==> config.mk <==
export PLATFORM = sky130hd
export DESIGN_NAME = panel_word_entry
export DESIGN_NICKNAME = d
export VERILOG_FILES = /design/src/rtl/panel_pkg.sv /design/src/rtl/panel_pb_filter.sv /design/src/rtl/panel_word_shift.sv /design/src/rtl/panel_hex_scan.sv /design/src/rtl/panel_word_entry.sv
export SDC_FILE = /design/constraint.sdc
export NUM_CORES = 1
export LEC_CHECK = 0
export BUFFER_PORTS_ARGS = -buffer_cell sky130_fd_sc_hd__buf_2
export CAP_MARGIN = 20
export CORE_MARGIN = 2
export CORE_UTILIZATION = 59
export CTS_BUF_LIST = sky130_fd_sc_hd__clkbuf_16
export DETAILED_ROUTE_END_ITERATION = 7
export PLACE_DENSITY_LB_ADDON = 0.1
export SLEW_MARGIN = 25
export SYNTH_ARGS = -nofsm -noshare
export SYNTH_HDL_FRONTEND = slang
export SYNTH_SLANG_ARGS = --single-unit
==> constraint.sdc <==
create_clock -name clk -period 3.8 [get_ports clk]
set_clock_uncertainty 0.15 [all_clocks]
set_input_delay 0.76 -clock clk [delete_from_list [all_inputs] [get_ports clk]]
set_output_delay 0.76 -clock clk [all_outputs]
set_load 0.05 [all_outputs]
==> src/rtl/panel_pkg.sv <==
package panel_pkg;

   typedef enum logic [1:0] {
      MODE_HOLD   = 2'd0,
      MODE_COMMIT = 2'd1,
      MODE_ADDR   = 2'd2,
      MODE_RDBK   = 2'd3
   } disp_mode_e;

   localparam int N_MODES   = 4;
   localparam int N_BTN     = 6;
   localparam int BTN_BYTE  = 0;
   localparam int BTN_ENTER = 1;
   localparam int BTN_MODE  = 2;
   localparam int BTN_START = 3;
   localparam int BTN_EXAM  = 4;
   localparam int BTN_DEP   = 5;

   // Segment pattern, active high, bit 0 = a ... bit 6 = g
   function automatic logic [6:0] hex_to_seg(input logic [3:0] nib);
      logic [6:0] s;
      case (nib)
         4'h0: s = 7'h3F;  4'h1: s = 7'h06;  4'h2: s = 7'h5B;  4'h3: s = 7'h4F;
         4'h4: s = 7'h66;  4'h5: s = 7'h6D;  4'h6: s = 7'h7D;  4'h7: s = 7'h07;
         4'h8: s = 7'h7F;  4'h9: s = 7'h6F;  4'hA: s = 7'h77;  4'hB: s = 7'h7C;
         4'hC: s = 7'h39;  4'hD: s = 7'h5E;  4'hE: s = 7'h79;  default: s = 7'h71;
      endcase
      return s;
   endfunction

endpackage

==> src/rtl/panel_pb_filter.sv <==
module panel_pb_filter #(
   parameter int DEB_CYCLES = 4
) (
   input  logic clk,
   input  logic rst,
   input  logic raw_i,
   output logic press_o
);
   localparam int CW = $clog2(DEB_CYCLES + 1);

   logic [1:0]    sync_q;
   logic          level_q;
   logic [CW-1:0] cnt_q;
   logic          differ;
   logic          settle;

   assign differ = (sync_q[1] != level_q);
   assign settle = differ && (cnt_q == CW'(DEB_CYCLES - 1));

   always_ff @(posedge clk) begin
      if (rst) begin
         sync_q  <= '0;
         level_q <= 1'b0;
         cnt_q   <= '0;
         press_o <= 1'b0;
      end else begin
         sync_q  <= {sync_q[0], raw_i};
         press_o <= settle && sync_q[1];
         if (!differ) begin
            cnt_q <= '0;
         end else if (settle) begin
            cnt_q   <= '0;
            level_q <= sync_q[1];
         end else begin
            cnt_q <= cnt_q + 1'b1;
         end
      end
   end
endmodule

==> src/rtl/panel_word_shift.sv <==
module panel_word_shift #(
   parameter int SW_W = 8,
   localparam int WORD_W = 2 * SW_W
) (
   input  logic              clk,
   input  logic              rst,
   input  logic              shift_i,
   input  logic              commit_i,
   input  logic [SW_W-1:0]   sw_i,
   output logic [WORD_W-1:0] hold_o,
   output logic [WORD_W-1:0] commit_o
);
   always_ff @(posedge clk) begin
      if (rst) begin
         hold_o   <= '0;
         commit_o <= '0;
      end else begin
         if (shift_i)  hold_o   <= {hold_o[SW_W-1:0], sw_i};
         if (commit_i) commit_o <= hold_o;
      end
   end
endmodule

==> src/rtl/panel_hex_scan.sv <==
module panel_hex_scan
   import panel_pkg::*;
#(
   parameter int WORD_W         = 16,
   parameter int SCAN_DIV       = 8,
   parameter bit SEG_ACTIVE_LOW = 1'b1,
   parameter bit AN_ACTIVE_LOW  = 1'b1,
   localparam int NDIG = WORD_W / 4
) (
   input  logic              clk,
   input  logic              rst,
   input  logic [WORD_W-1:0] value_i,
   output logic [NDIG-1:0]   an_o,
   output logic [6:0]        seg_o
);
   localparam int IW = $clog2(NDIG);
   localparam int PW = $clog2(SCAN_DIV);

   logic [PW-1:0]   pre_q;
   logic [IW-1:0]   dig_q;
   logic [3:0]      nibble;
   logic [6:0]      seg_hi;
   logic [NDIG-1:0] an_hi;

   always_ff @(posedge clk) begin
      if (rst) begin
         pre_q <= '0;
         dig_q <= '0;
      end else if (pre_q == PW'(SCAN_DIV - 1)) begin
         pre_q <= '0;
         dig_q <= (dig_q == IW'(NDIG - 1)) ? '0 : dig_q + 1'b1;
      end else begin
         pre_q <= pre_q + 1'b1;
      end
   end

   assign nibble = value_i[{dig_q, 2'b00} +: 4];
   assign seg_hi = hex_to_seg(nibble);
   assign an_hi  = NDIG'(1) << dig_q;

   generate
      if (SEG_ACTIVE_LOW) begin : g_seg_low
         assign seg_o = ~seg_hi;
      end else begin : g_seg_high
         assign seg_o = seg_hi;
      end
      if (AN_ACTIVE_LOW) begin : g_an_low
         assign an_o = ~an_hi;
      end else begin : g_an_high
         assign an_o = an_hi;
      end
   endgenerate
endmodule

==> src/rtl/panel_word_entry.sv <==
module panel_word_entry
   import panel_pkg::*;
#(
   parameter int CLK_HZ         = 50_000_000,
   parameter int REFRESH_HZ     = 1000,
   parameter int DEBOUNCE_US    = 5000,
   parameter int SW_W           = 8,
   parameter bit SEG_ACTIVE_LOW = 1'b1,
   localparam int WORD_W = 2 * SW_W,
   localparam int NDIG   = WORD_W / 4
) (
   input  logic               clk,
   input  logic               rst,
   input  logic [SW_W-1:0]    sw_i,
   input  logic               btn_byte_i,
   input  logic               btn_enter_i,
   input  logic               btn_mode_i,
   input  logic               btn_start_i,
   input  logic               btn_exam_i,
   input  logic               btn_dep_i,
   input  logic [WORD_W-1:0]  rdback_i,
   output logic               start_o,
   output logic               exam_o,
   output logic               dep_o,
   output logic               wr_o,
   output logic [WORD_W-1:0]  addr_o,
   output logic [WORD_W-1:0]  wdata_o,
   output logic [N_MODES-1:0] mode_led_o,
   output logic [NDIG-1:0]    an_o,
   output logic [6:0]         seg_o
);
   localparam int DEB_CYCLES = int'((longint'(CLK_HZ) * longint'(DEBOUNCE_US)) / 64'd1000000);
   localparam int SCAN_DIV   = CLK_HZ / (REFRESH_HZ * NDIG);

   generate
      if (SW_W < 4 || (SW_W % 2) != 0) begin : g_bad_sw
         $error("SW_W must be even and at least 4");
      end
      if (DEB_CYCLES < 1) begin : g_bad_deb
         $error("debounce window shorter than one clock");
      end
      if (SCAN_DIV < 2) begin : g_bad_scan
         $error("refresh divider below 2");
      end
   endgenerate

   logic [N_BTN-1:0]  btn_raw;
   logic [N_BTN-1:0]  press;
   logic [WORD_W-1:0] hold_w;
   logic [WORD_W-1:0] commit_w;
   logic [WORD_W-1:0] shown;
   disp_mode_e        mode_q;

   assign btn_raw[BTN_BYTE]  = btn_byte_i;
   assign btn_raw[BTN_ENTER] = btn_enter_i;
   assign btn_raw[BTN_MODE]  = btn_mode_i;
   assign btn_raw[BTN_START] = btn_start_i;
   assign btn_raw[BTN_EXAM]  = btn_exam_i;
   assign btn_raw[BTN_DEP]   = btn_dep_i;

   generate
      for (genvar b = 0; b < N_BTN; b++) begin : g_btn
         panel_pb_filter #(.DEB_CYCLES(DEB_CYCLES)) u_filt (
            .clk     (clk),
            .rst     (rst),
            .raw_i   (btn_raw[b]),
            .press_o (press[b])
         );
      end
   endgenerate

   panel_word_shift #(.SW_W(SW_W)) u_shift (
      .clk      (clk),
      .rst      (rst),
      .shift_i  (press[BTN_BYTE]),
      .commit_i (press[BTN_ENTER]),
      .sw_i     (sw_i),
      .hold_o   (hold_w),
      .commit_o (commit_w)
   );

   always_ff @(posedge clk) begin
      if (rst) begin
         start_o <= 1'b0;
         exam_o  <= 1'b0;
         dep_o   <= 1'b0;
         wr_o    <= 1'b0;
         addr_o  <= '0;
         wdata_o <= '0;
         mode_q  <= MODE_HOLD;
      end else begin
         start_o <= press[BTN_START];
         exam_o  <= press[BTN_EXAM];
         dep_o   <= press[BTN_DEP];
         wr_o    <= press[BTN_DEP];
         if (press[BTN_EXAM]) addr_o  <= commit_w;
         if (press[BTN_DEP])  wdata_o <= commit_w;
         if (press[BTN_MODE]) begin
            mode_q <= (mode_q == MODE_RDBK) ? MODE_HOLD : disp_mode_e'(mode_q + 2'd1);
         end
      end
   end

   assign mode_led_o = N_MODES'(1) << mode_q;

   always_comb begin
      case (mode_q)
         MODE_HOLD:   shown = hold_w;
         MODE_COMMIT: shown = commit_w;
         MODE_ADDR:   shown = addr_o;
         default:     shown = rdback_i;
      endcase
   end

   panel_hex_scan #(
      .WORD_W         (WORD_W),
      .SCAN_DIV       (SCAN_DIV),
      .SEG_ACTIVE_LOW (SEG_ACTIVE_LOW),
      .AN_ACTIVE_LOW  (1'b1)
   ) u_scan (
      .clk     (clk),
      .rst     (rst),
      .value_i (shown),
      .an_o    (an_o),
      .seg_o   (seg_o)
   );
endmodule

==> impl_metrics.env <==
export IMPL_status="finished, violations left"
export IMPL_violations="negative setup slack"
export IMPL_row_count=45
export IMPL_cts_made_buffers=23
export IMPL_synth_seq_cells=217
export IMPL_post_route_util_pct=70.3
export IMPL_place_congestion=0.792
export IMPL_routedWlPerCell_um=14.2
export IMPL_drc=0
export IMPL_viasPerCell=5.33
export IMPL_final_cell_mix="nor2_1, dfxtp_1, mux2i_1, buf_2, xor2_1"
export IMPL_final_layout_size_suffix_gt1_share_pct=15.7
export IMPL_yosysTopAreaCell="dfxtp_1"
export IMPL_syn_num_nets=1052
export IMPL_worst_slack_ns=-0.0163
export IMPL_final_cells=1303
export IMPL_slew_viol_final=0
export IMPL_grt_pass1_vias=6437
export IMPL_clk_path_buf_depth=3
export IMPL_htreeDepth=1
export IMPL_post_route_period_util_pct=100
export IMPL_rsz0062_at_grt="true"
export IMPL_cp_arrival_ns=2.91
export IMPL_placed_area_um2=9880
export IMPL_vias=6944
export IMPL_async_flop_share_pct=0
export IMPL_synth_top_area_share_pct=46.7
export IMPL_core_um2=15300
export IMPL_io_buffers=82
export IMPL_required_ns=2.89
export IMPL_die_h_um=130
export IMPL_yosysSeqAreaShare_pct=46.7
export IMPL_worst_slew_pin_slew_ns=1.03
export IMPL_slew_headroom_pct=31.0
export IMPL_r2r_cells=6
export IMPL_syn_avg_cell_area_um2=9.32
export IMPL_clkTransAtPathRegs_ns=0.06
export IMPL_p_leak_nw=3.82
export IMPL_cp_startpoint="mode_q[0]"
export IMPL_whs_path_depth=1
export IMPL_power_density_nw_per_um2=399
export IMPL_synth_flop_cell="dfxtp_1"
export IMPL_cts_root_buf="clkbuf_16"
export IMPL_syn_inst=998
export IMPL_hold_start="g_btn[1].u_filt.sync_q[0]"
export IMPL_hold_path_class="reg2reg"
export IMPL_design_area_um2=10800
export IMPL_fin_nets=1132
export IMPL_grt_pass1_wl_um=30900
export IMPL_initial_utilization_pct=60.7
export IMPL_diodes=0
export IMPL_num_io_pins=83
export IMPL_finalSetupViolations=1
export IMPL_dp_cells=1251
export IMPL_synth_area_um2=9300
export IMPL_ys_warn_count=0
export IMPL_dieArea_um2=16800
export IMPL_area_growth_pct=15.8
export IMPL_die_w_um=130
export IMPL_final_common_cell="nor2_1"
export IMPL_endpoint_kind="output pin"
export IMPL_crit_type="reg2out"
export IMPL_vdd_drop_max_mv=0.334
export IMPL_antenna_found_initial=0
export IMPL_fillers=1256
export IMPL_cts_tree="built"
export IMPL_hold_viol_final=0
export IMPL_synth_cell_type_count=50
export IMPL_yosys_top_cells_area="dfxtp_1, nor2_1, mux2i_1"
export IMPL_period_needed_ns=3.82
export IMPL_track_usage_pct=22.1
export IMPL_critPathLaunchType="flop"
export IMPL_rr_startpoint="g_btn[0].u_filt.cnt_q[0]"
export IMPL_grt_max_degree=65
export IMPL_drt_wl_total_um=18500
export IMPL_worstPathMaxFanout=8
export IMPL_maxCapViolations=0
export IMPL_synth_enable_flop_cells=0
export IMPL_drtPass1Iterations=5
export IMPL_fmax_mhz=262
export IMPL_holdWs_ns=0.287
export IMPL_hpwl_um=12100
export IMPL_clock_latency_ns=0.50
export IMPL_grt_overflow_total=0
export IMPL_drt_iter0_markers=479
export IMPL_clock_sinks=217
export IMPL_ant_nets=0
[layout make-up]
cell class                 count  area (um2)  area share, %
clock buffer                  23         576           5.35
sequential                   217        4350           40.4
tap                          211         264           2.45
multi-input combinational    715        4830           44.9
inverter                      21        86.3          0.802
clock inverter                16        67.6          0.628
timing repair buffer         100         589           5.47
[path summary, 6_finish.rpt]
path	endpoint	slack (ns)
setup / recovery	seg_o[1]	-0.02
hold reg to reg	g_btn[1].u_filt.sync_q[1]	0.29
setup reg to reg	g_btn[0].u_filt.cnt_q[17]	1.40
hold / removal	g_btn[1].u_filt.sync_q[1]	0.29
[flip-flops by register name (all words and copies together) (netlist names)]
name                  count
addr_o                   16
g_btn.u_filt.sync_q      12
exam_o                    1
g_btn.u_filt.cnt_q      108
g_btn.u_filt.press_o      6
u_shift.commit_o         16
g_btn.u_filt.level_q      6
u_scan.dig_q              2
mode_q                    2
u_scan.pre_q             14
wr_o                      1
wdata_o                  16
u_shift.hold_o           16
start_o                   1
[cells by family (layout without fill, tap and decap cells)]
| group | Yosys count | count (layout) | share of synthesized area (%) |
|---|---|---|---|
| and+or+nand+nor | 451 | 451 | 23.0 |
| DFF | 217 | 217 | 46.7 |
| xor gates and xnor gates | 113 | 113 | 10.6 |
| muxes | 85 | 85 | 9.86 |
| buffers and inverters | 66 | 160 | 3.34 |
| AOI/OAI and AO/OA | 44 | 44 | 3.49 |
| adders and majority gates | 22 | 22 | 2.96 |
[cell usage after synthesis, types with 4 or more instances]
master and n:
nor2_1 226, dfxtp_1 217, mux2i_1 77, xor2_1 61, nand2_1 58, xnor2_1 52, nand3_1 42, nand4_1 25
ha_1 22, inv_1 21, clkbuf_1 19, nor2b_1 17, and3_1 16, and4_1 13, buf_2 13, a22oi_1 12
a21oi_1 11, nor4b_1 11, nor3_1 9, nor4_1 7, buf_4 6, or3_1 6, a32oi_1 5, mux4_2 5
nor3b_1 5, a222oi_1 4
[timing repair]
| item | 4_1_cts | 5_1_grt |
|---|---|---|
| hold buffers | 0 | 0 |
| buffers inserted | 13 | 0 |
| resized for setup | 22 | 22 |
| pin swaps | 6 | 5 |
| endpoints found under the hold margin | 0 | 0 |
| setup endpoints to repair | 7 | 7 |
[routing by layer]
| layer | up-vias | share of wire (%) | track usage (%) |
|---|---|---|---|
| li1 | 3529 | - | - |
| met1 | 3214 | 47 | 30.4 |
| met2 | 157 | 46 | 35.9 |
| met3 | 44 | 4.9 | 4.42 |
| met4 | 0 | 2.2 | 6.07 |
| met5 | - | 0 | 0 |
[critical path: stages (launching register included)]
cell and delay (ns):
dfxtp_4 0.37, inv_4 0.08, ha_4 0.18, a222oi_1 0.12
mux4_2 0.54, a21oi_4 0.23, buf_6 0.13, ha_4 0.19
mux2_4 0.28, a21oi_4 0.12, buf_6 0.17
[power by group]
part           leakage [nW]  switching, mW  total, mW  internal [mW]
clock                 0.333          0.852       1.94           1.09
sequential             1.75        0.00766       2.29           2.28
combinational          1.73         0.0387     0.0642         0.0254
[metrics by stage]
stage / power (mW) / worst slack, ns / setup TNS, ns
final: 4.30 / -0.0163 / -0.0163
after global routing: 4.44 / -0.0865 / -0.196
after CTS: 4.34 / -0.0438 / -0.0467
after detailed placement: 2.41 / 0.112 / 0
after global placement: 2.41 / 0.130 / 0
after floorplan: 2.38 / 0.0240 / 0
Power figures use the tool's default switching activity.
